[src/rtl/tbase_pkg.sv]
package tbase_pkg;
  typedef enum logic [1:0] {
    SRC_SYS   = 2'd0,
    SRC_EXT   = 2'd1,
    SRC_ANGLE = 2'd2,
    SRC_HOLD  = 2'd3
  } src_e;
endpackage

[src/rtl/tbase_edge_sync.sv]
module tbase_edge_sync #(
  parameter int STAGES = 2
) (
  input  logic clk,
  input  logic rst,
  input  logic pin_i,
  output logic rise_o
);
  logic [STAGES-1:0] sync_q;
  logic              prev_q;

  always_ff @(posedge clk) begin
    if (rst) begin
      sync_q <= '0;
      prev_q <= 1'b0;
    end else begin
      sync_q <= {sync_q[STAGES-2:0], pin_i};
      prev_q <= sync_q[STAGES-1];
    end
  end

  assign rise_o = sync_q[STAGES-1] & ~prev_q;

  // an edge pulse never lasts two cycles
  assert_single_pulse_R3: assert property (@(posedge clk) disable iff (rst)
    rise_o |=> !rise_o);
endmodule

[src/rtl/tbase_stage.sv]
module tbase_stage
  import tbase_pkg::*;
#(
  parameter int CNT_W = 24,
  parameter int PS_W  = 3
) (
  input  logic             clk,
  input  logic             rst,
  input  logic [1:0]       src_i,
  input  logic [PS_W-1:0]  ps_i,
  input  logic             ext_evt_i,
  input  logic             ang_evt_i,
  output logic [CNT_W-1:0] cnt_o
);
  localparam int PHASE_W = (1 << PS_W) - 1;

  src_e               src;
  logic [1:0]         src_q;
  logic [PS_W-1:0]    ps_q;
  logic [PHASE_W-1:0] phase_q;
  logic [PHASE_W-1:0] lim;
  logic [CNT_W-1:0]   cnt_q;
  logic               cfg_chg;
  logic               evt;
  logic               tick;

  assign src = src_e'(src_i);

  always_comb begin
    case (src)
      SRC_SYS:   evt = 1'b1;
      SRC_EXT:   evt = ext_evt_i;
      SRC_ANGLE: evt = ang_evt_i;
      default:   evt = 1'b0;
    endcase
  end

  assign cfg_chg = (src_i != src_q) || (ps_i != ps_q);
  assign lim     = ~({PHASE_W{1'b1}} << ps_i);
  assign tick    = !cfg_chg && evt && ((src == SRC_ANGLE) || (phase_q == lim));

  always_ff @(posedge clk) begin
    if (rst) begin
      src_q   <= 2'd0;
      ps_q    <= '0;
      phase_q <= '0;
      cnt_q   <= '0;
    end else begin
      src_q <= src_i;
      ps_q  <= ps_i;
      if (cfg_chg || src == SRC_ANGLE)
        phase_q <= '0;
      else if (evt)
        phase_q <= (phase_q == lim) ? '0 : phase_q + 1'b1;
      if (tick)
        cnt_q <= cnt_q + 1'b1;
    end
  end

  assign cnt_o = cnt_q;

  assert_phase_bound_R4: assert property (@(posedge clk) disable iff (rst)
    !cfg_chg |-> phase_q <= lim);
  assert_step_or_wrap_R7: assert property (@(posedge clk) disable iff (rst)
    1'b1 |=> (cnt_q == $past(cnt_q) || cnt_q == $past(cnt_q) + 1'b1));
  assert_change_keeps_R8: assert property (@(posedge clk) disable iff (rst)
    cfg_chg |=> cnt_q == $past(cnt_q));
  assert_hold_frozen_R6: assert property (@(posedge clk) disable iff (rst)
    src_i == 2'd3 |=> $stable(cnt_q));
  assert_angle_step_R5: assert property (@(posedge clk) disable iff (rst)
    (src_i == 2'd2 && !cfg_chg && ang_evt_i) |=> cnt_q == $past(cnt_q) + 1'b1);
  assert_angle_idle_R5: assert property (@(posedge clk) disable iff (rst)
    (src_i == 2'd2 && !ang_evt_i) |=> $stable(cnt_q));
  assert_sys_div1_R2: assert property (@(posedge clk) disable iff (rst)
    (src_i == 2'd0 && ps_i == '0 && !cfg_chg) |=> cnt_q == $past(cnt_q) + 1'b1);
endmodule

[src/rtl/tbase_chan_mux.sv]
module tbase_chan_mux #(
  parameter int CNT_W  = 24,
  parameter int NUM_CH = 32
) (
  input  logic                    clk,
  input  logic                    rst,
  input  logic [NUM_CH-1:0]       sel_i,
  input  logic [CNT_W-1:0]        cnt_a_i,
  input  logic [CNT_W-1:0]        cnt_b_i,
  output logic [NUM_CH*CNT_W-1:0] time_o
);
  for (genvar i = 0; i < NUM_CH; i++) begin : g_ch
    always_ff @(posedge clk) begin
      if (rst)
        time_o[i*CNT_W +: CNT_W] <= '0;
      else
        time_o[i*CNT_W +: CNT_W] <= sel_i[i] ? cnt_b_i : cnt_a_i;
    end
  end
endmodule

[src/rtl/tbase_dual.sv]
module tbase_dual
  import tbase_pkg::*;
#(
  parameter int CNT_W       = 24,
  parameter int NUM_CH      = 32,
  parameter int PS_W        = 3,
  parameter int SYNC_STAGES = 2
) (
  input  logic                    clk,
  input  logic                    rst,
  input  logic                    ext_clk_pin,
  input  logic                    angle_tick,
  input  logic                    cfg_src_a,
  input  logic [PS_W-1:0]         cfg_ps_a,
  input  logic [1:0]              cfg_src_b,
  input  logic [PS_W-1:0]         cfg_ps_b,
  input  logic [NUM_CH-1:0]       chan_sel,
  output logic [CNT_W-1:0]        cnt_a_o,
  output logic [CNT_W-1:0]        cnt_b_o,
  output logic [NUM_CH*CNT_W-1:0] chan_time_o
);
  logic pin_rise;

  tbase_edge_sync #(.STAGES(SYNC_STAGES)) u_sync (
    .clk    (clk),
    .rst    (rst),
    .pin_i  (ext_clk_pin),
    .rise_o (pin_rise)
  );

  tbase_stage #(.CNT_W(CNT_W), .PS_W(PS_W)) u_stage_a (
    .clk       (clk),
    .rst       (rst),
    .src_i     ({1'b0, cfg_src_a}),
    .ps_i      (cfg_ps_a),
    .ext_evt_i (pin_rise),
    .ang_evt_i (1'b0),
    .cnt_o     (cnt_a_o)
  );

  tbase_stage #(.CNT_W(CNT_W), .PS_W(PS_W)) u_stage_b (
    .clk       (clk),
    .rst       (rst),
    .src_i     (cfg_src_b),
    .ps_i      (cfg_ps_b),
    .ext_evt_i (pin_rise),
    .ang_evt_i (angle_tick),
    .cnt_o     (cnt_b_o)
  );

  tbase_chan_mux #(.CNT_W(CNT_W), .NUM_CH(NUM_CH)) u_mux (
    .clk     (clk),
    .rst     (rst),
    .sel_i   (chan_sel),
    .cnt_a_i (cnt_a_o),
    .cnt_b_i (cnt_b_o),
    .time_o  (chan_time_o)
  );

  assert_reset_clears_R1: assert property (@(posedge clk)
    rst |=> (cnt_a_o == '0 && cnt_b_o == '0 && chan_time_o == '0));
endmodule

[config.mk]
export PLATFORM = sky130hd
export DESIGN_NAME = tbase_dual
export DESIGN_NICKNAME = d
export VERILOG_FILES = /design/src/rtl/tbase_pkg.sv /design/src/rtl/tbase_edge_sync.sv /design/src/rtl/tbase_stage.sv /design/src/rtl/tbase_chan_mux.sv /design/src/rtl/tbase_dual.sv
export SDC_FILE = /design/constraint.sdc
export NUM_CORES = 1
export LEC_CHECK = 0
export BUFFER_PORTS_ARGS = -buffer_cell sky130_fd_sc_hd__buf_2
export CORE_AREA = 2 2 333 335
export CTS_CLUSTER_DIAMETER = 40
export DETAILED_ROUTE_END_ITERATION = 16
export DIE_AREA = 0 0 335 337
export HOLD_SLACK_MARGIN = 0.05
export PLACE_DENSITY_LB_ADDON = 0.15
export SYNTH_ARGS = -nofsm -noshare
export SYNTH_HDL_FRONTEND = slang
export SYNTH_SLANG_ARGS = --single-unit
export TNS_END_PERCENT = 30
[constraint.sdc]
create_clock -name clk -period 2.5 [get_ports clk]
set_input_delay 0.5 -clock clk [delete_from_list [all_inputs] [get_ports clk]]
set_output_delay 0.5 -clock clk [all_outputs]
set_load 0.03 [all_outputs]
[After elaboration in Yosys (flattened, before gate mapping)]
Cells that the tools add are included.
Storage, ports and cells
  bits of input ports: 45
  memories: 0
  RAM bits: 0
  bits in latches: 0
  register bits: 843
  bits in read-only memories: 0
Operators by class
  equality and inequality tests: 8
  divide/modulo/power cells: 0
  multiply operators: 0
  add/sub/neg operators: 4
  reduce and logical (&&, ||, !) cells: 14
  multiplexer cells: 36
  bitwise operators: 4
  order comparisons: 0
  shift operators: 2
Operators with widths (count)
  $mux W24: 32
  $add A24 B1 Y24 const B: 2
  $add A7 B1 Y7 const B: 2
  $eq A7 B7 Y1: 2
  $mux W7: 2
  $not A7 Y7: 2
  $shl A7 B3 Y7 const A: 2
  $ne A3 B3 Y1: 2
  $logic_and A1 B1 Y1: 4
  $logic_not A2 Y1: 2
  $logic_or A1 B1 Y1: 4
  $reduce_or A2 Y1: 2
  $pmux W1 S3: 1
  $eq A2 B1 Y1 const B: 1
  $eq A2 B2 Y1 const B: 1
  $logic_not A1 Y1: 2
  $ne A1 B2 Y1: 1
  $ne A2 B2 Y1: 1
  $pmux W1 S2: 1
  $and A1 B1 Y1: 1
  $not A1 Y1: 1

[Longest topological paths before layout]
  depth after elaboration: 5
  mapped depth: 8
  mapped depth without buffers: 6

[Cells and area by module]
A second synthesis with hierarchy kept.
Second synthesis, totals
  cells, all modules: 3061
  area, all modules: 31440.2 um^2
Modules (own cells, without submodules)
  tbase_chan_mux: instances 1, cells an instance 2629, sequential area each 15374.7 um^2, area an instance 27712.8 um^2
  tbase_stage: instances 2, cells an instance 212, sequential area each 720.7 um^2, area an instance 1818.0 um^2
  tbase_edge_sync: instances 1, cells an instance 7, sequential area each 60.1 um^2, area an instance 87.6 um^2
  tbase_dual: instances 1, cells an instance 1, sequential area each 0.0 um^2, area an instance 3.8 um^2

[Worst setup path before layout]
Ideal clock, no wire load.
  path type: input port to flip-flop
  from: input cfg_ps_b[0]
  to: register u_stage_b.cnt_q[18] (netlist: u_stage_b.cnt_o[18])
  data required time: 2377 ps
  setup time: 123 ps
  cell stages on the path: 7
  arrival: 2117 ps
  path slack: 259 ps
  cell sequence: buf_2 or4_1 nor3_2 o211ai_2 buf_6 a21oi_1 mux2_1
On the way
  cells in the longest elaborated chain, start to end: 5
Ends and longest elaborated chain
  start: declaration: line tbase_dual.sv:16  | input logic [PS_W-1:0] cfg_ps_b,
  $shl A7 B3 Y7 or $ne A3 B3 Y1 (tied branches): line tbase_stage.sv:39, tbase_stage.sv:38
  $not A7 Y7 or $logic_or A1 B1 Y1 (tied branches): line tbase_stage.sv:39, tbase_stage.sv:38
  $eq A7 B7 Y1 or $logic_not A1 Y1 (tied branches): line tbase_stage.sv:40  | assign tick = !cfg_chg && evt && ((src == SRC_ANGLE) || (phase_q == lim));
  $logic_or A1 B1 Y1 or $logic_and A1 B1 Y1 (tied branches): line tbase_stage.sv:40
  $logic_and A1 B1 Y1 *: line tbase_stage.sv:40
  end signal: assignment: line tbase_stage.sv:56  | cnt_q <= cnt_q + 1'b1;
  end: declaration: line tbase_stage.sv:22  | logic [CNT_W-1:0] cnt_q;
Every way passes the cells marked *; elsewhere a longest branch is shown, timed or not.
A chain may end at the register's enable or synchronous reset.

[Worst setup path in the final report]
  from: register u_stage_a.cnt_q[4] (netlist: u_stage_a.cnt_o[4])
  to: output cnt_a_o[4]
RTL lines
  start: declaration: line tbase_stage.sv:22
  start signal: assignment: line tbase_stage.sv:56
  end: declaration: line tbase_dual.sv:18  | output logic [CNT_W-1:0] cnt_a_o,
No word-level cell between the ends.

==> qor.yml <==
cts_setup_buffers: 0
clk_pin_slew_ps: 50
synth-seq-cells: 842
cp_max_fo: 36
yosys-top-cells-area: "dfxtp_1 54%, mux2i_1 25%, nor2_1 9.6%"
via_per_inst: 4.609
yosys_warnings: 0
final_common_cell: "buf_2"
ant_nets: 0
synth_area_per_cell_sq_um: 9.955
antenna_found_initial: 6
ys_seq_area_share_pct: 53.89
overflow: 0
routabilityCongestion: 0.8008
fin_tns_setup_ps: 0
dp_hpwl_mm: 89.01
power.density_nw_per_um2: 829.8
rsz0062_at_grt: "false"
r2r_cells: 6
arrival_ps: 1950
first_iter_violations: 1478
reg2reg_slack_ps: 380
htree_levels: 4
status: "completed"
grt_max_degree: 123
syn_nets: 3191
drt-total-wl_mm: 138.4
clock.fmax_mhz: 407.5
mostFrequentLayoutCells: "859 x buf_2, 801 x nor2_1, 794 x dfxtp_1"
min_period_ps: 2454
crit_end: "cnt_a_o[4]"
drive_above_1_share_pct: 32.46
clock_latency_ps: 750
relSlewSlack_pct: 49.92
cts_tree: "yes"
syn-cell-area_sq_um: 31280
portBuffers: 860
grt_first_pass_wirelength_mm: 191.0
max_cap_viol_count: 0
track_usage_pct: 23.63
drt_pass1_iterations: 5
layout_setup_ws_ps: 45.99
cts.sinks: 842
hold_violations: 0
cts_root_buffer: "clkbuf_16"
wl_per_cell_microns: 25.50
die-height_microns: 337
clockBufferDepth: 3
synth_top_area_share_pct: 53.89
cp.required_ps: 2000
vias: 25015
async_reset_ff_share_pct: 0
synth_cell_types: 49
period_share_pct: 98.16
critical_path_class: "flop to primary output"
startpoint_type: "flop"
synth_top_cell_by_area: "dfxtp_1"
core_sq_um: 109600
syn2layout_area_growth_pct: 34.99
final.setup_skew_ps: 28.91
r2r-end: "u_stage_b.cnt_o[23]"
slew_viol_final: 0
finalSetupViolCount: 0
dieArea_sq_um: 112900
pre_cts_slack_ps: 82.69
worst_pin_slew_ps: 751.2
io_pins: 861
hold_class: "input port to flop"
cp-startpoint: "u_stage_a.cnt_o[4]"
ys_dominant_reg_cell: "dfxtp_1"
num_rows: 122
syn_inst: 3142
layout.nets: 3929
p_leak_nw: 21.00
grt_pass1_vias: 24614
critPathCaptureType: "primary output"
fp.dieW_microns: 335
synth_edf_count: 0
reg2reg_from: "u_stage_b.phase_q[1]"
initial_core_util_pct: 28.54
vdd_drop_max_mv: 0.5693
cts_buffers: 142
route.detailed.drc: 0
==> critical path: stages (launching register included) <==
cell     delay (ps)
dfxtp_2         320
buf_4           560
buf_2           320
==> power breakdown <==
part | internal [mW] | total (mW) | switching [mW]
sequential | 13.4 | 13.5 | 0.00456
combinational | 0.409 | 1.16 | 0.752
clock | 13.1 | 20.4 | 7.28
total | 27.0 | 35.0 | 8.04
==> kinds of logic (layout without fill, tap and decap cells) <==
logic type      after synthesis  after routing  synth area share [%]
buf+inv                     405           1259                 5.068
flops                       842            842                 53.89
simple gates                977            977                 13.00
mux                         790            790                 25.37
other cells                   0              6                     0
fa+ha+maj                     4              4                0.1600
compound gates              102            102                 1.904
xor+xnor                     22             22                0.6160
==> what timing repair did <==
item | in CTS | in global routing
setup endpoints to repair | 11 | 1
hold buffers | 4 | 0
pin swaps | 0 | 0
endpoints found under the hold margin | 5 | 0
gates resized for setup | 11 | 1
==> Yosys cell counts, types with 6 or more instances <==
library cell	count
nor2b_1	38
nand2_1	32
nand3_1	21
o21ai_0	23
or4_1	7
or3_1	21
a21oi_1	53
nor2_1	801
nand4_1	16
mux2i_1	768
buf_1	77
buf_6	6
buf_2	13
dfxtp_1	842
and3_1	10
mux2_1	17
xnor2_1	15
xor2_1	7
and4_1	6
clkbuf_1	303
==> sequential cells by signal, indices dropped and copies added, names as in the netlist, 3 cells and up <==
signal             flops
u_stage_a.ps_q         3
u_stage_b.phase_q      7
u_stage_b.cnt_o       24
u_mux.time_o         768
u_stage_a.phase_q      7
u_stage_b.ps_q         3
u_stage_a.cnt_o       24
==> per-stage QoR <==
stage | hold WS (ps) | instance area, sq um | std cells | util (%) | total power [mW]
2_1_floorplan | 413.8 | 31280 | 3142 | - | 14.51
3_3_place_gp | 425.5 | 37110 | 5158 | 33.86 | 14.90
3_5_place_dp | 420.4 | 37110 | 5158 | 33.86 | 14.89
4_1_cts | 65.03 | 42210 | 5422 | 38.51 | 35.38
5_1_grt | 101.8 | 42210 | 5422 | 38.51 | 36.00
6_report | 116.9 | 42220 | 5428 | 38.53 | 35.04
==> per-layer routing <==
| metal | track usage [%] | part of all wire [%] | up-vias |
|---|---|---|---|
| li1 | - | - | 11777 |
| met1 | 28.46 | 42 | 12171 |
| met2 | 39.93 | 48 | 844 |
| met3 | 6.574 | 6.5 | 223 |
| met4 | 9.007 | 3.5 | 0 |
| met5 | 0 | 0 | - |
==> final cells by class <==
class | instances | area, sq um
fill | 11068 | 67380
clock buffer | 178 | 3934
timing repair buffer | 994 | 5638
clock inverter | 82 | 1080
antenna | 6 | 15.01
sequential | 842 | 16920
multi-input combinational | 1895 | 12840
inverter | 5 | 18.77
tap | 1426 | 1784
==> worst min path at each step <==
stage                          start           endpoint  cells past startpoint
floorplan           u_sync.sync_q[0]   u_sync.sync_q[1]                      1
global placement    u_sync.sync_q[0]   u_sync.sync_q[1]                      1
detailed placement  u_sync.sync_q[0]   u_sync.sync_q[1]                      1
CTS                      cfg_ps_a[1]  u_stage_a.ps_q[1]                      2
global route             cfg_ps_b[0]  u_stage_b.ps_q[0]                      2
finish                   cfg_ps_a[1]  u_stage_a.ps_q[1]                      2
Note: power is estimated with default switching activity, not from simulation.
